[src/rtl/mbo_pkg.sv]
package mbo_pkg;
  typedef struct packed {
    logic pu_en;
    logic pu_val;
    logic dir_en;
    logic dir_val;
    logic val_en;
    logic val_val;
  } pin_ovr_t;

  localparam pin_ovr_t OVR_IDLE = '0;
endpackage

[src/rtl/mbo_pin_slice.sv]
module mbo_pin_slice
  import mbo_pkg::*;
(
  input  logic     bus_en,
  input  logic     phase,
  input  logic     wr,
  input  logic     a_bit,
  input  logic     d_bit,
  input  logic     port_bit,
  input  logic     pud,
  output pin_ovr_t ovr
);
  logic drive;

  always_comb begin
    drive = phase | wr;
    ovr   = OVR_IDLE;
    if (bus_en) begin
      ovr.pu_en   = 1'b1;
      ovr.dir_en  = 1'b1;
      ovr.val_en  = 1'b1;
      ovr.dir_val = drive;
      ovr.val_val = (a_bit & phase) | (d_bit & wr);
      ovr.pu_val  = ~drive & port_bit & ~pud;
    end
  end
endmodule

[src/rtl/mbo_ovr_reg.sv]
module mbo_ovr_reg
  import mbo_pkg::*;
#(
  parameter int PINS = 8
) (
  input  logic                  clk,
  input  logic                  rst,
  input  pin_ovr_t [PINS-1:0]   nxt,
  output pin_ovr_t [PINS-1:0]   cur
);
  always_ff @(posedge clk) begin
    if (rst) cur <= '0;
    else     cur <= nxt;
  end
endmodule

[src/rtl/mbo_rd_capture.sv]
module mbo_rd_capture #(
  parameter int PINS = 8
) (
  input  logic            clk,
  input  logic            rst,
  input  logic [PINS-1:0] pins,
  output logic [PINS-1:0] data
);
  always_ff @(posedge clk) begin
    if (rst) data <= '0;
    else     data <= pins;
  end
endmodule

[src/rtl/membus_pin_mux.sv]
module membus_pin_mux
  import mbo_pkg::*;
#(
  parameter int PINS = 8
) (
  input  logic            clk,
  input  logic            rst,
  input  logic            xmem_en,
  input  logic            addr_phase,
  input  logic            wr_strobe,
  input  logic [PINS-1:0] addr_lo,
  input  logic [PINS-1:0] data_out,
  input  logic [PINS-1:0] port_bits,
  input  logic            pullup_off,
  input  logic [PINS-1:0] pin_in,
  output logic [PINS-1:0] pu_ovr_en,
  output logic [PINS-1:0] pu_ovr_val,
  output logic [PINS-1:0] dir_ovr_en,
  output logic [PINS-1:0] dir_ovr_val,
  output logic [PINS-1:0] val_ovr_en,
  output logic [PINS-1:0] val_ovr_val,
  output logic [PINS-1:0] ie_ovr_en,
  output logic [PINS-1:0] ie_ovr_val,
  output logic [PINS-1:0] rd_data
);
  pin_ovr_t [PINS-1:0] ovr_nxt;
  pin_ovr_t [PINS-1:0] ovr_q;

  for (genvar i = 0; i < PINS; i++) begin : g_pin
    mbo_pin_slice u_slice (
      .bus_en   (xmem_en),
      .phase    (addr_phase),
      .wr       (wr_strobe),
      .a_bit    (addr_lo[i]),
      .d_bit    (data_out[i]),
      .port_bit (port_bits[i]),
      .pud      (pullup_off),
      .ovr      (ovr_nxt[i])
    );

    assign pu_ovr_en[i]   = ovr_q[i].pu_en;
    assign pu_ovr_val[i]  = ovr_q[i].pu_val;
    assign dir_ovr_en[i]  = ovr_q[i].dir_en;
    assign dir_ovr_val[i] = ovr_q[i].dir_val;
    assign val_ovr_en[i]  = ovr_q[i].val_en;
    assign val_ovr_val[i] = ovr_q[i].val_val;
  end

  mbo_ovr_reg #(.PINS(PINS)) u_ovr_reg (
    .clk (clk),
    .rst (rst),
    .nxt (ovr_nxt),
    .cur (ovr_q)
  );

  mbo_rd_capture #(.PINS(PINS)) u_rd (
    .clk  (clk),
    .rst  (rst),
    .pins (pin_in),
    .data (rd_data)
  );

  // The bus never overrides the input enable of these pins.
  assign ie_ovr_en  = '0;
  assign ie_ovr_val = '0;
endmodule

[config.mk]
export PLATFORM = sky130hd
export DESIGN_NAME = membus_pin_mux
export DESIGN_NICKNAME = d
export VERILOG_FILES = /design/src/rtl/mbo_pkg.sv /design/src/rtl/mbo_pin_slice.sv /design/src/rtl/mbo_ovr_reg.sv /design/src/rtl/mbo_rd_capture.sv /design/src/rtl/membus_pin_mux.sv
export SDC_FILE = /design/constraint.sdc
export NUM_CORES = 1
export LEC_CHECK = 0
export ABC_AREA = 1
export BUFFER_PORTS_ARGS = -buffer_cell sky130_fd_sc_hd__buf_2
export CORE_AREA = 2 2 98 100
export DETAILED_ROUTE_END_ITERATION = 10
export DIE_AREA = 0 0 100 102
export GPL_ROUTABILITY_DRIVEN = 0
export SLEW_MARGIN = 30
export SYNTH_ARGS = -nofsm -noshare
export SYNTH_HDL_FRONTEND = slang
export SYNTH_HIERARCHICAL = 1
export SYNTH_SLANG_ARGS = --single-unit
[constraint.sdc]
create_clock -name clk -period 0.8 [get_ports clk]
set_clock_uncertainty 0.1 [all_clocks]
set_input_delay 0.16 -clock clk [delete_from_list [all_inputs] [get_ports clk]]
set_output_delay 0.16 -clock clk [all_outputs]
set_load 0.03 [all_outputs]
==> metrics.yaml <==
global_routing:
  grt_use_total: 0.102
  grt_overflow: 0
  grt_pass1_wl_um: 8090
  antenna_found_initial: 1
  grt_max_degree: 32
  grt_pass1_vias: 1764
clocking:
  clkSinkCount: 56
  clkSlewWorstSetupHoldPaths_ps: 100
  h-tree-depth: 2
  cts_buffer_depth: 2
  root_buffer: "clkbuf_8"
  cts_made_buffers: 5
  cts_tree: "done"
timing:
  fmax_mhz: 969
  hold_viol: 0
  fin_ws_ps: -232
  rsz0062_at_grt: "yes"
  slew_viol_final: 0
  period_minus_slack_ps: 1030
  fin_crit_sh: 1.29
  setup_violations: 57
  timing.hold.ws_ps: 28.6
pwr:
  p_per_area_nw_per_um2: 1820
  ir_worst_vdd_uv: 585
  power.total_mw: 6.00
  power.leakage_nw: 1.72
drt:
  vias_per_cell: 3.56
  first_pass_iters: 4
  remaining_drc_errors: 0
  drt-initial-drc-count: 25
  ant_nets: 0
  avgRoutedWirePerCell_um: 10.6
  routed_wl_um: 5240
  dr_total_vias: 1759
worst_setup_path:
  start_kind: "flop"
  crit_chain: "buf_6"
  path_class: "reg -> out"
  cp-end-kind: "primary output"
  critPathSlowestCell: "dfxtp_2"
  slowest_delay_ps: 340
  arrival_ps: 770
  cp_max_fo: 1
  cp_data_required_time_ps: 540
  crit_family: "flip-flops"
  path_buf_inv: 1
synthesis:
  synthDistinctLibCells: 10
  syn_area_per_cell_sq_um: 7.56
  yosys_warnings: 6
  synth_top_family_by_area: "buffers and inverters"
  synthAdderAreaFrac: 0
  synth_xor_area_frac: 0
  netlist_instances: 295
  syn_area_sq_um: 2230
  synth_compound_area_frac: 0.0179
  yosys.area_share.simple: 0.197
  synth-seq-cells: 56
  synth_seq_area_share: 0.503
  synth_mux_area_frac: 0
placed_design:
  dp.cells: 478
  hpwl_um: 3530
  place.port_buffers: 93
  pre_cts_ws_ps: -217
run_status:
  violations: "negative setup slack"
  status: "finished with violations"
floorplanning:
  die_width_um: 100
  io_pins: 110
  rows: 35
  coreArea_sq_um: 9110
  dieArea_sq_um: 10200
  start_util: 0.245
  die_h_um: 102
worst_hold_path:
  hp-class: "in -> reg"
final_layout:
  layout.cells.most_common: "nor2_1"
  finalNonFillerCells: 494
  finalCoreUtilization: 0.362
  antenna_cells: 0
  final_layout_size_suffix_gt1_frac: 0.460
  area_growth_syn_to_layout_pct: 47.8
  final_cell_mix: "nor2_1 (72), inv_1 (71), buf_6 (56), dfxtp_2 (56), buf_2 (37)"
  nNetsFinal: 420
flow_run:
  max_cap_violations: 0
==> cells by family (layout without fill, tap and decap cells) <==
family | after synthesis | after routing
other | 1 | 16
and+or+nand+nor | 112 | 112
DFF | 56 | 56
buffers and inverters | 118 | 191
AOI/OAI and AO/OA | 8 | 8
==> tightest hold or removal path, delay by kind of cell <==
kind | cells | cell delay (ps)
simple gates | 3 | 110
buf+inv | 2 | 140
==> cell type report <==
class / instances / area (sq um)
clock buffer: 5 / 68.8
clock inverter: 3 / 42.5
fill: 909 / 5810
inverter: 72 / 270
multi-input combinational: 136 / 541
sequential: 56 / 1190
tap: 111 / 139
timing repair buffer: 111 / 1050
==> through the flow <==
stage               TNS (ps)  area (sq um)
floorplan                  0          2290
global placement       -4140          2690
detailed placement     -4550          2690
CTS                   -13200          3300
global route          -14400          3300
finish                -12210          3300
==> path summary, 6_finish.rpt <==
| path | from | end | slack (ps) | cells past startpoint |
|---|---|---|---|---|
| min | port_bits[2] | u_ovr_reg/cur[16] | 30 | 5 |
| max | u_ovr_reg/cur[21] | dir_ovr_en[3] | -230 | 1 |
==> registers in the layout, indices dropped and copies added (netlist names) <==
register	count
u_rd/data	8
u_ovr_reg/cur	48
==> power by group <==
| part | internal (mW) | total (mW) | switching (mW) |
|---|---|---|---|
| clock network | 0.928 | 1.84 | 0.910 |
| registers | 2.94 | 3.00 | 0.0596 |
| logic | 0.484 | 1.17 | 0.682 |
| total | 4.35 | 6.00 | 1.65 |
==> what timing repair did <==
action	CTS	global route
gates cloned	0	0
hold endpoints to repair	8	0
hold buffers	8	0
buffers inserted	0	0
setup endpoints to repair	56	57
gates resized for setup	168	1
==> cell usage after synthesis <==
master   instances  share of area
inv_1           72           0.12
nor2_1          72           0.12
dfxtp_1         56           0.50
buf_4           40           0.13
nand2_1         32          0.054
a21oi_1          8          0.018
nor2_2           8          0.022
buf_6            4          0.020
buf_2            2         0.0045
conb_1           1         0.0017
==> per-layer routing <==
| layer | vias up | global-route usage | part of all wire |
|---|---|---|---|
| met3 | 2 | 0.0308 | 0.073 |
| li1 | 934 | - | - |
| met5 | - | 0 | 0 |
| met2 | 74 | 0.199 | 0.52 |
| met4 | 0 | 0.0285 | 0.0046 |
| met1 | 749 | 0.107 | 0.40 |
(Power assumes the default switching activity.)
